[src/rtl/outsel_pkg.sv]
package outsel_pkg;
  localparam int unsigned PORT_W  = 5;
  localparam int unsigned STORE_W = 6;
  localparam int unsigned BYTE_W  = 8;
  localparam int unsigned NSTORE  = 2;

  typedef enum logic [1:0] {
    SRC_A    = 2'b00,
    SRC_B    = 2'b01,
    SRC_PORT = 2'b10,
    SRC_RSVD = 2'b11
  } src_e;

  // store word -> port value: bit5 to top, bits 3:0 below, bit 4 is the side bit
  function automatic logic [PORT_W-1:0] store_to_port(input logic [STORE_W-1:0] w);
    return {w[5], w[3:0]};
  endfunction
endpackage

[src/rtl/outsel_code.sv]
module outsel_code
  import outsel_pkg::*;
(
  input  logic              clk,
  input  logic              rst,
  input  logic              wr_valid,
  input  logic [1:0]        wr_code,
  input  logic              stop_pulse,
  output src_e              code_q
);
  src_e pend_q;
  logic pend_vld;

  always_ff @(posedge clk) begin
    if (rst) begin
      code_q   <= SRC_PORT;
      pend_q   <= SRC_PORT;
      pend_vld <= 1'b0;
    end else begin
      if (stop_pulse) begin
        if (pend_vld && pend_q != SRC_RSVD) code_q <= pend_q;
        pend_vld <= 1'b0;
      end
      if (wr_valid) begin
        pend_q   <= src_e'(wr_code);
        pend_vld <= 1'b1;
      end
    end
  end

  AST_CODE_ONLY_AT_STOP: assert property (@(posedge clk) disable iff (rst)
    !stop_pulse |=> $stable(code_q));

  always_comb begin
    if (!rst) AST_CODE_NOT_RSVD: assert (code_q != SRC_RSVD);
  end
endmodule

[src/rtl/outsel_store.sv]
module outsel_store
  import outsel_pkg::*;
#(
  parameter logic [1:0]  IDX         = 2'b00,
  parameter int unsigned WRITE_DELAY = 2000000,
  localparam int unsigned CNT_W      = $clog2(WRITE_DELAY + 1)
)(
  input  logic               clk,
  input  logic               rst,
  input  logic               wr_valid,
  input  logic [BYTE_W-1:0]  wr_byte,
  output logic [STORE_W-1:0] data_q,
  output logic               busy_q
);
  logic [STORE_W-1:0] stage_q;
  logic [CNT_W-1:0]   cnt_q;
  logic               take;

  assign take = wr_valid && (wr_byte[7:6] == IDX) && !busy_q;

  always_ff @(posedge clk) begin
    if (rst) begin
      data_q  <= '0;
      stage_q <= '0;
      cnt_q   <= '0;
      busy_q  <= 1'b0;
    end else if (take) begin
      stage_q <= wr_byte[STORE_W-1:0];
      cnt_q   <= CNT_W'(WRITE_DELAY - 1);
      busy_q  <= 1'b1;
    end else if (busy_q) begin
      if (cnt_q == '0) begin
        data_q <= stage_q;
        busy_q <= 1'b0;
      end else begin
        cnt_q <= cnt_q - 1'b1;
      end
    end
  end

  AST_STORE_HOLD_WHILE_COUNTING: assert property (@(posedge clk) disable iff (rst)
    (busy_q && cnt_q != '0) |=> $stable(data_q));

  AST_IDLE_STORE_STABLE: assert property (@(posedge clk) disable iff (rst)
    !busy_q |=> $stable(data_q));
endmodule

[src/rtl/outsel_drive.sv]
module outsel_drive
  import outsel_pkg::*;
(
  input  logic               clk,
  input  logic               rst,
  input  logic [PORT_W-1:0]  in_port,
  input  logic               mux_sel,
  input  logic               ovrd_n,
  input  src_e               code,
  input  logic [STORE_W-1:0] st_a,
  input  logic [STORE_W-1:0] st_b,
  output logic [PORT_W-1:0]  y_q,
  output logic               side_q
);
  logic [PORT_W-1:0] y_nxt;
  logic              side_src;
  logic              side_lat;

  always_comb begin
    unique case (code)
      SRC_A:   y_nxt = store_to_port(st_a);
      SRC_B:   y_nxt = store_to_port(st_b);
      default: y_nxt = in_port;
    endcase
    if (mux_sel) y_nxt = in_port;
    side_src = (code == SRC_B) ? st_b[4] : st_a[4];
  end

  always_ff @(posedge clk) begin
    if (rst) begin
      side_lat <= 1'b0;
      y_q      <= '0;
      side_q   <= 1'b0;
    end else begin
      if (!mux_sel) side_lat <= side_src;
      y_q    <= ovrd_n ? y_nxt : '0;
      side_q <= ovrd_n ? (mux_sel ? side_lat : side_src) : 1'b0;
    end
  end

  AST_OVERRIDE_CLEARS: assert property (@(posedge clk) disable iff (rst)
    !ovrd_n |=> (y_q == '0 && !side_q));

  AST_MUXSEL_PASSES_PORT: assert property (@(posedge clk) disable iff (rst)
    (ovrd_n && mux_sel) |=> y_q == $past(in_port));

  AST_SIDE_HELD: assert property (@(posedge clk) disable iff (rst)
    mux_sel |=> $stable(side_lat));
endmodule

[src/rtl/outsel_top.sv]
module outsel_top
  import outsel_pkg::*;
#(
  parameter int unsigned WRITE_DELAY = 2000000
)(
  input  logic              clk,
  input  logic              rst,
  input  logic [4:0]        in_port,
  input  logic              mux_sel,
  input  logic              ovrd_n,
  input  logic              wr_valid,
  input  logic [7:0]        wr_byte,
  input  logic              stop_pulse,
  output logic [4:0]        y_out,
  output logic              side_out,
  output logic              busy
);
  src_e               code;
  logic [STORE_W-1:0] st_data [NSTORE];
  logic [NSTORE-1:0]  st_busy;

  outsel_code u_code (
    .clk(clk), .rst(rst), .wr_valid(wr_valid), .wr_code(wr_byte[7:6]),
    .stop_pulse(stop_pulse), .code_q(code)
  );

  for (genvar g = 0; g < NSTORE; g++) begin : g_store
    outsel_store #(.IDX(2'(g)), .WRITE_DELAY(WRITE_DELAY)) u_store (
      .clk(clk), .rst(rst), .wr_valid(wr_valid), .wr_byte(wr_byte),
      .data_q(st_data[g]), .busy_q(st_busy[g])
    );
  end

  outsel_drive u_drive (
    .clk(clk), .rst(rst), .in_port(in_port), .mux_sel(mux_sel), .ovrd_n(ovrd_n),
    .code(code), .st_a(st_data[0]), .st_b(st_data[1]),
    .y_q(y_out), .side_q(side_out)
  );

  assign busy = |st_busy;

  AST_RESET_STATE: assert property (@(posedge clk)
    rst |=> (y_out == '0 && !side_out && !busy));
endmodule

[config.mk]
export PLATFORM = sky130hd
export DESIGN_NAME = outsel_top
export DESIGN_NICKNAME = d
export VERILOG_FILES = /design/src/rtl/outsel_pkg.sv /design/src/rtl/outsel_code.sv /design/src/rtl/outsel_store.sv /design/src/rtl/outsel_drive.sv /design/src/rtl/outsel_top.sv
export SDC_FILE = /design/constraint.sdc
export NUM_CORES = 1
export LEC_CHECK = 0
export BUFFER_PORTS_ARGS = -buffer_cell sky130_fd_sc_hd__buf_2
export CORE_ASPECT_RATIO = 1.75
export CORE_MARGIN = 3
export CORE_UTILIZATION = 35
export DETAILED_ROUTE_END_ITERATION = 8
export PLACE_DENSITY = 0.6
export SYNTH_ARGS = -nofsm -noshare
export SYNTH_HDL_FRONTEND = slang
export SYNTH_SLANG_ARGS = --single-unit
[constraint.sdc]
create_clock -name clk -period 2.2 [get_ports clk]
set_input_delay 0.44 -clock clk [delete_from_list [all_inputs] [get_ports clk]]
set_output_delay 0.44 -clock clk [all_outputs]
set_load 0.03 [all_outputs]
* After elaboration in Yosys (flattened, before gate mapping)
Index checks and enable logic that the tools add are counted.
** Storage, ports and cells
- Output and inout bits :: 7
- Word-level logic and storage cells :: 71
- Bits in registers :: 80
- Bits of input ports :: 19
** Cells by class
- Multiplexer cells :: 18
- Add/subtract/negate cells :: 2
- Bitwise logic cells :: 5
- Equal/unequal tests :: 5
- Reductions and logical operators :: 25
** Operators by type and width (count)
- 21-bit two-way mux :: 6
- 21-bit zero test :: 2
- 21-bit by 1-bit subtractor with 21-bit output (second input constant) :: 2
- 1-bit two-way mux :: 10
- 5-bit case mux with 2 select lines :: 1
- 2-bit AND reduction :: 5
- 2-bit OR reduction :: 4
- 3-bit AND reduction :: 2
- 2-bit nonzero test :: 3
- 1-bit logical AND :: 5
- 5-bit two-way mux :: 1
- 1-bit NOT :: 5
- 2-bit by 1-bit == test with 1-bit output (second input constant) :: 2
- 2-bit zero test :: 2
- 2-bit by 1-bit != test with 1-bit output (second input constant) :: 2
- 1-bit zero test :: 2
- 2-bit != test (second input constant) :: 1

* Logic depth before layout (Yosys ltp)
Gate-level depths: netlist (run 1).
- Word-level depth :: 5
- Mapped depth :: 8
- Mapped depth without buffers :: 7

* By module
Synthesis (run 1) repeated with hierarchy kept, for this count alone.
** Second synthesis, totals
- Cells, all modules :: 440
- Area total of the unflattened synthesis :: 3910.0 sq um
** By module, submodules not included
- outsel_store at g_store[1].u_store :: area each 1780.5 sq um, cells an instance 210, times used 1, seq. area each 680.7 sq um
- outsel_store at g_store[0].u_store :: area each 1611.5 sq um, cells an instance 180, times used 1, seq. area each 680.7 sq um
- outsel_drive :: area each 319.1 sq um, cells an instance 31, times used 1, seq. area each 140.1 sq um
- outsel_code :: area each 192.7 sq um, cells an instance 18, times used 1, seq. area each 100.1 sq um
- outsel_top :: area each 6.3 sq um, cells an instance 1, times used 1, seq. area each 0.0 sq um

* Least setup slack after synthesis (run 1)
No wires, ideal clock.
- Path kind :: reg-to-reg
- Start :: reg g_store[0].u_store.cnt_q[0]
- End :: reg g_store[0].u_store.cnt_q[17]
- Data required time :: 2.130 ns
- Path buffers :: 0
- Arrival time :: 1.932 ns
- Cell stages (with the launch flop) :: 8
- Clock period less this slack :: 2.002 ns
- Library setup time :: 0.070 ns
- Path slack :: 0.198 ns
- Cell sequence :: dfxtp_1 inv_1 ha_1 or4b_2 nor4_4 nor4b_1 xnor2_1 a21oi_1
** On the way
- Word-level cells in the longest chain between the ends :: 4
- Elaborated cells on any way between the ends :: 7
- Those cells by class :: add/sub: 1; eq/ne: 1; mux: 3; reduce/logical: 2
** RTL lines
- from (decl) :: RTL line outsel_store.sv:16 : logic [CNT_W-1:0] cnt_q;
- from (signal assigned) :: RTL line outsel_store.sv:29 : cnt_q <= CNT_W'(WRITE_DELAY - 1);
- from (signal assigned) :: RTL line outsel_store.sv:36 : cnt_q <= cnt_q - 1'b1;
- 21-bit by 1-bit subtractor with 21-bit output :: RTL line outsel_store.sv:36
- 21-bit two-way mux :: RTL line outsel_store.sv:32 : if (cnt_q == '0) begin
- 21-bit two-way mux :: RTL line outsel_store.sv:31 : end else if (busy_q) begin
- 21-bit two-way mux :: RTL line outsel_store.sv:27 : end else if (take) begin
Several ways; a longest one is shown, not always the timed one. The select of a mux whose other input is x is not followed.
A chain may end at the register's enable or synchronous reset.

* Worst setup path in the final report (run 1)
- Start :: reg g_store[1].u_store.cnt_q[0]
- End :: reg g_store[1].u_store.cnt_q[2]
** On the way
- Word-level cells in the longest chain between the ends :: 4
- Elaborated cells on any way between the ends :: 7
- Those cells by class :: add/sub: 1; eq/ne: 1; mux: 3; reduce/logical: 2
** RTL lines (RTL line)
- from (decl) :: outsel_store.sv:16
- from (signal assigned) :: outsel_store.sv:29
- from (signal assigned) :: outsel_store.sv:36
- 21-bit by 1-bit subtractor with 21-bit output :: outsel_store.sv:36
- 21-bit two-way mux :: outsel_store.sv:32
- 21-bit two-way mux :: outsel_store.sv:31
- 21-bit two-way mux :: outsel_store.sv:27
Several ways; a longest one is shown, not always the timed one. The select of a mux whose other input is x is not followed.

==> flow_summary.json, run 1 <==
{
  "grt_overflow": 0,
  "slew_headroom_pct": 61.1,
  "yosysWarnings": 0,
  "ant_nets": 0,
  "htreeDepth": 3,
  "timing.final.ws_setup_ps": 199,
  "numCtsBuffers": 9,
  "synthDistinctLibCells": 55,
  "die_h_um": 141,
  "syn_area_um2": 3660,
  "synth_fa_ha_area_share_pct": 1.37,
  "place_hpwl_mm": 5.84,
  "drv_cap": 0,
  "die_area_um2": 11800,
  "antenna_found_initial": 1,
  "finalSetupTns_ps": 0,
  "drtPass1Iterations": 6,
  "fillCellCount": 991,
  "worstSetupStartpointType": "register",
  "grt_pass1_vias": 2950,
  "cp_slowest_stage_delay_ps": 330,
  "synth_cells": 403,
  "synth.area.mux_share_pct": 5.78,
  "area_delta_synth_final_pct": 15.8,
  "worst-path-buf-inv": 1,
  "fp.coreArea_um2": 10000,
  "synth_flop_cell": "dfxtp_1",
  "diodes": 0,
  "slew_violations": 0,
  "num_vias": 2938,
  "synth_xor_area_share_pct": 5.03,
  "wirelength_mm": 7.89,
  "grt_max_degree": 24,
  "critical_path.slowest_cell": "dfxtp_1",
  "place_ws_ps": 170,
  "initial_core_util_pct": 36.5,
  "powerDensity_nw_per_um2": 902,
  "drive_gt1_share_pct": 18.1,
  "cp_max_fo": 10,
  "wl_per_cell_um": 14.1,
  "clock.fmax_mhz": 500,
  "path_delay_family": "simple AND/OR/NAND/NOR gates",
  "grt_first_pass_wirelength_mm": 13.6,
  "synthTopCellsByArea": "dfxtp_1 44%, mux2i_1 5.5%, nor2_1 4.9%",
  "ctsRootBufferMaster": "clkbuf_16",
  "place_congestion": 0.792,
  "path_cells": "inv_1 -> ha_1 -> nor4b_1 -> and4_1 -> nand2_1 -> a311oi_1 -> a311oi_1",
  "async_flop_share_pct": 0,
  "setup_viol": 0,
  "synth_compound_area_share_pct": 13.9,
  "ios": 26,
  "synth_top_area_cell": "dfxtp_1",
  "min_path_type": "in2reg",
  "clk_pin_slew_ps": 70,
  "seq_area_frac_synth_pct": 43.8,
  "synth_top_cell_area_share_pct": 43.8,
  "hold_viol_final": 0,
  "syn_nets": 426,
  "fin_crit_ps": 2000,
  "synthSimpleGateAreaFrac_pct": 26.0,
  "max_slew.worst_pin.slew_ps": 575,
  "critPathMostFrequentCell": "a311oi_1",
  "crit_arrival_ps": 2200,
  "syn_area_per_cell_um2": 9.08,
  "final_nets": 454,
  "yosys-top-cells-count": "80 x dfxtp_1, 48 x nor2_1, 36 x nand2_1",
  "vias_per_cell": 5.24,
  "ys_seq_elements": 80,
  "port_buffers": 25,
  "cts_tree": "done",
  "cts_sinks": 80,
  "yosysMostFrequentCell": "dfxtp_1",
  "route.detailed.drc": 0,
  "status": "finished, final reports clean",
  "rows": 48,
  "synth_top_family_by_area": "simple AND/OR/NAND/NOR gates",
  "cts_buffer_depth": 2,
  "cp_data_required_time_ps": 2400,
  "synth-edff-count": 0,
  "critPathCaptureType": "register",
  "die_w_um": 83.3,
  "cellLeakagePower_nw": 1.61,
  "drtIter0Drc": 140,
  "track_usage_pct": 14.0,
  "rsz0062_at_grt": "false",
  "vdd_drop_max_mv": 0.424,
  "finClkSkew_ps": 9.47,
  "fin_crit_sh_pct": 91.0,
  "crit_type": "reg2reg",
  "clkLatencyLatePin_ps": 340
}
through the flow:
step                      power, W  utilization (%)  hold WS [ps]  cell area (µm²)  instances
after floorplan            0.00213                -           433             3660        403
after global placement     0.00229             39.2           444             3930        545
after detailed placement   0.00231             39.2           449             3930        545
after CTS                  0.00386             42.2           320             4240        561
after global routing       0.00400             42.3           334             4240        561
final                      0.00382             42.3           325             4240        561
kinds of logic (layout without fill, tap and decap cells):
group                      Yosys count  after routing
and+or+nand+nor                    170            170
xor gates and xnor gates            21             21
muxes                               21             21
AOI/OAI and AO/OA                   77             77
DFF                                 80             80
buffers and inverters               30             63
adders and majority gates            4              4
worst reg2reg max path, cell delays in order, from the launching register on:
cell      delay [ps]
dfxtp_1          330
inv_1            110
ha_1             170
nor4b_1          320
and4_1           320
nand2_1          230
a311oi_1         330
a311oi_1          60
report_power, final:
group	internal (W)	leakage, nW	switching (W)
clock	0.000901	0.149	0.000642
combinational	0.000277	0.811	0.000394
sequential	0.00153	0.652	0.0000813
path summary, 6_finish.rpt:
kind                                                            startpoint                                          to  slack (ps)  cells after the start
worst min-delay path                                                ovrd_n                   u_drive.side_q$_SDFF_PP0_         330                      2
worst max register to register    g_store[1].u_store.cnt_q[0]$_SDFFE_PP0P_    g_store[1].u_store.cnt_q[2]$_SDFFE_PP0P_         200                      7
worst min register to register  g_store[0].u_store.stage_q[3]$_SDFFE_PP0P_  g_store[0].u_store.stage_q[3]$_SDFFE_PP0P_         460                      2
worst max-delay path              g_store[1].u_store.cnt_q[0]$_SDFFE_PP0P_    g_store[1].u_store.cnt_q[2]$_SDFFE_PP0P_         200                      7
registers in the layout, summed over array words and instances, names as in the netlist:
register and cells:
u_code.code_q 2, g_store.u_store.cnt_q 42, u_drive.y_q 5, g_store.u_store.stage_q 12, g_store.u_store.busy_q 2, u_drive.side_lat 1
u_code.pend_q 2, u_code.pend_vld 1, u_drive.side_q 1, g_store.u_store.data_q 12
layout by cell type (no fill, tap or decap), types with 5 or more instances in the layout:
| cell type | synthesis | layout |
|---|---|---|
| xnor2_1 | 16 | 16 |
| nor3_1 | 11 | 11 |
| xor2_1 | 5 | 5 |
| inv_1 | 7 | 7 |
| nand2b_1 | 6 | 6 |
| clkbuf_16 | 0 | 9 |
| nand3_1 | 11 | 11 |
| dfxtp_1 | 80 | 79 |
| buf_2 | 1 | 25 |
| nor2_1 | 48 | 48 |
| or3_1 | 8 | 8 |
| nand2_1 | 36 | 36 |
| a311oi_1 | 7 | 7 |
| o21ai_0 | 5 | 5 |
| buf_4 | 0 | 15 |
| a211oi_1 | 13 | 13 |
| nor4_1 | 11 | 11 |
| a21oi_1 | 35 | 35 |
| mux2i_1 | 20 | 20 |
per-layer routing:
metal	part of all wire (%)	track usage, %	up-vias
li1	-	-	1518
met1	42	15.0	1379
met2	54	26.3	30
met3	2.6	3.14	9
met4	1.5	5.34	2
met5	0.16	0	-
final cells by class:
cell class,instances,area [µm²],share of cell area [%]
Sequential cell,80,1600,37.8
Tap cell,125,156,3.69
Timing Repair Buffer,40,238,5.61
Clock buffer,9,225,5.31
Inverter,7,26.3,0.620
Clock inverter,7,83.8,1.98
Multi-Input combinational cell,293,1910,45.0
repair_timing:
item | CTS | global route
resized for setup | 0 | 1
endpoints found under the setup margin | 0 | 1
hold buffers | 0 | 0
buffers inserted | 0 | 0
Note: power is estimated with default switching activity, not from simulation.
==> run 2: changes to the inputs <==
CORE_MARGIN = 8   (was 3)
HOLD_SLACK_MARGIN = 0.15   (was unset)
==> flow_summary.json, run 2 (synthesis gave the netlist of run 1 again) <==
{
  "drv_cap": 0,
  "wl_per_cell_um": 14.1,
  "ff2ff_path_depth": 7,
  "power.total_w": 0.00396,
  "antenna_found_initial": 0,
  "finClkSkew_ps": 6.81,
  "crit_type": "reg2reg",
  "clock.fmax_mhz": 487,
  "wirelength_mm": 7.91,
  "post_cts.repair.setup_buffers": 0,
  "top_layer": "met4",
  "slew_violations": 0,
  "min_path_cells": 2,
  "worst-path-buf-inv": 1,
  "routedLengthMet1_mm": 3.26,
  "die_h_um": 151,
  "ant_nets": 0,
  "path_delay_family": "simple AND/OR/NAND/NOR gates",
  "status": "finished, final reports clean",
  "port_buffers": 25,
  "power_frac_comb_pct": 17.4,
  "clkPwrFrac_pct": 42.1,
  "drtIter0Drc": 111,
  "worstSetupStartpointType": "register",
  "setup_viol": 0,
  "area_delta_synth_final_pct": 16.9,
  "fin_crit_ps": 2050,
  "finalSetupTns_ps": 0,
  "ios": 26,
  "htreeDepth": 3,
  "fillCellCount": 1003,
  "min_to": "u_drive.side_q$_SDFF_PP0_",
  "intPower_w": 0.00291,
  "crit_arrival_ps": 2310,
  "clkLatencyLatePin_ps": 340,
  "clk_pin_slew_ps": 60,
  "grt_pass1_vias": 2952,
  "mostFrequentLayoutCells": "80 x dfxtp_1, 48 x nor2_1, 36 x nand2_1",
  "largest_register": "g_store.u_store.cnt_q",
  "powerDensity_nw_per_um2": 926,
  "largest_register_ffs": 42,
  "timing.final.ws_setup_ps": 147,
  "cellLeakagePower_nw": 1.63,
  "cts_sinks": 80,
  "slew_headroom_pct": 59.8,
  "swShare_pct": 26.4,
  "vias_per_cell": 5.23,
  "wl_met3_um": 246,
  "cp_data_required_time_ps": 2460,
  "fin_crit_sh_pct": 93.3,
  "hold_buffers": 0,
  "diodes": 0,
  "place_hpwl_mm": 5.86,
  "rows": 49,
  "final_core_util_pct": 41.8,
  "rsz0062_at_grt": "false",
  "critical_path.slowest_cell": "a2111o_1",
  "track_usage_pct": 12.0,
  "place_ws_ps": 169,
  "place_congestion": 0.789,
  "min_path_type": "in2reg",
  "path_cells": "inv_1 -> ha_1 -> nor2b_1 -> and4_1 -> a2111o_1 -> or3_1 -> a21oi_1",
  "route.detailed.drc": 0,
  "final_common_cell": "dfxtp_1",
  "critPathCaptureType": "register",
  "max_slew.worst_pin.slew_ps": 601,
  "r2r_setup_slack_ps": 150,
  "grt_overflow": 0,
  "worstReg2RegStart": "g_store[0].u_store.cnt_q[0]$_SDFFE_PP0P_",
  "hold_start": "ovrd_n",
  "numCtsBuffers": 9,
  "cts_tree": "done",
  "ctsRootBufferMaster": "clkbuf_16",
  "die_w_um": 93.3,
  "fp.coreArea_um2": 10200,
  "hold_viol_final": 0,
  "die_area_um2": 14100,
  "top_regs": "g_store.u_store.cnt_q (42), g_store.u_store.data_q (12), g_store.u_store.stage_q (12)",
  "drtPass1Iterations": 6,
  "final_nets": 456,
  "cp_max_fo": 5,
  "pwr-share-seq_pct": 40.5,
  "reg2reg_to": "g_store[0].u_store.cnt_q[8]$_SDFFE_PP0P_",
  "cp_slowest_stage_delay_ps": 460,
  "dr_wl_met2_mm": 4.20,
  "cts_resized": 0,
  "initial_core_util_pct": 35.7,
  "switching_power_w": 0.00105,
  "vdd_drop_max_mv": 0.621,
  "grt_first_pass_wirelength_mm": 13.5,
  "cts_buffer_depth": 2,
  "drive_gt1_share_pct": 17.9,
  "grt_max_degree": 28,
  "num_vias": 2942
}
[run 2: layout make-up]
cell class,count,area [µm²],area share [%]
timing repair buffer,42,253,5.91
clock buffer,9,225,5.27
sequential,80,1600,37.4
multi-input combinational,293,1910,44.6
inverter,7,26.3,0.614
clock inverter,5,106,2.49
tap,127,159,3.72
[run 2: worst max path at each step]
stage / start / end / slack [ps] / cells after the start
finish: g_store[0].u_store.cnt_q[0]$_SDFFE_PP0P_ / g_store[0].u_store.cnt_q[8]$_SDFFE_PP0P_ / 150 / 7
global route: g_store[1].u_store.cnt_q[0]$_SDFFE_PP0P_ / g_store[1].u_store.cnt_q[5]$_SDFFE_PP0P_ / 30 / 7
CTS: g_store[0].u_store.cnt_q[0]$_SDFFE_PP0P_ / g_store[0].u_store.cnt_q[8]$_SDFFE_PP0P_ / 160 / 7
detailed placement: g_store[0].u_store.cnt_q[0]$_SDFFE_PP0P_ / g_store[0].u_store.cnt_q[8]$_SDFFE_PP0P_ / 170 / 7
global placement: g_store[1].u_store.cnt_q[0]$_SDFFE_PP0P_ / g_store[1].u_store.cnt_q[5]$_SDFFE_PP0P_ / 230 / 7
floorplan: g_store[0].u_store.cnt_q[0]$_SDFFE_PP0P_ / g_store[0].u_store.cnt_q[17]$_SDFFE_PP0P_ / 200 / 7
[run 2: stage by stage]
stage	cells	hold slack (ps)	instance area [µm²]
after floorplan	403	433	3660
after global placement	549	444	3950
after detailed placement	549	448	3950
after CTS	563	311	4280
after global routing	563	317	4280
final	563	324	4280
[run 2: per-layer routing]
metal	vias up	track usage (%)
li1	1509	-
met1	1383	12.2
met2	36	21.6
met3	14	2.23
met4	0	8.03
met5	-	0
[run 2: power groups by stage]
stage               combinational (W)  clock, W  sequential (W)
CTS                          0.000691   0.00172         0.00160
floorplan                    0.000510         0         0.00162
global route                 0.000760   0.00177         0.00162
global placement             0.000678         0         0.00163
finish                       0.000688   0.00167         0.00160
detailed placement           0.000688         0         0.00164
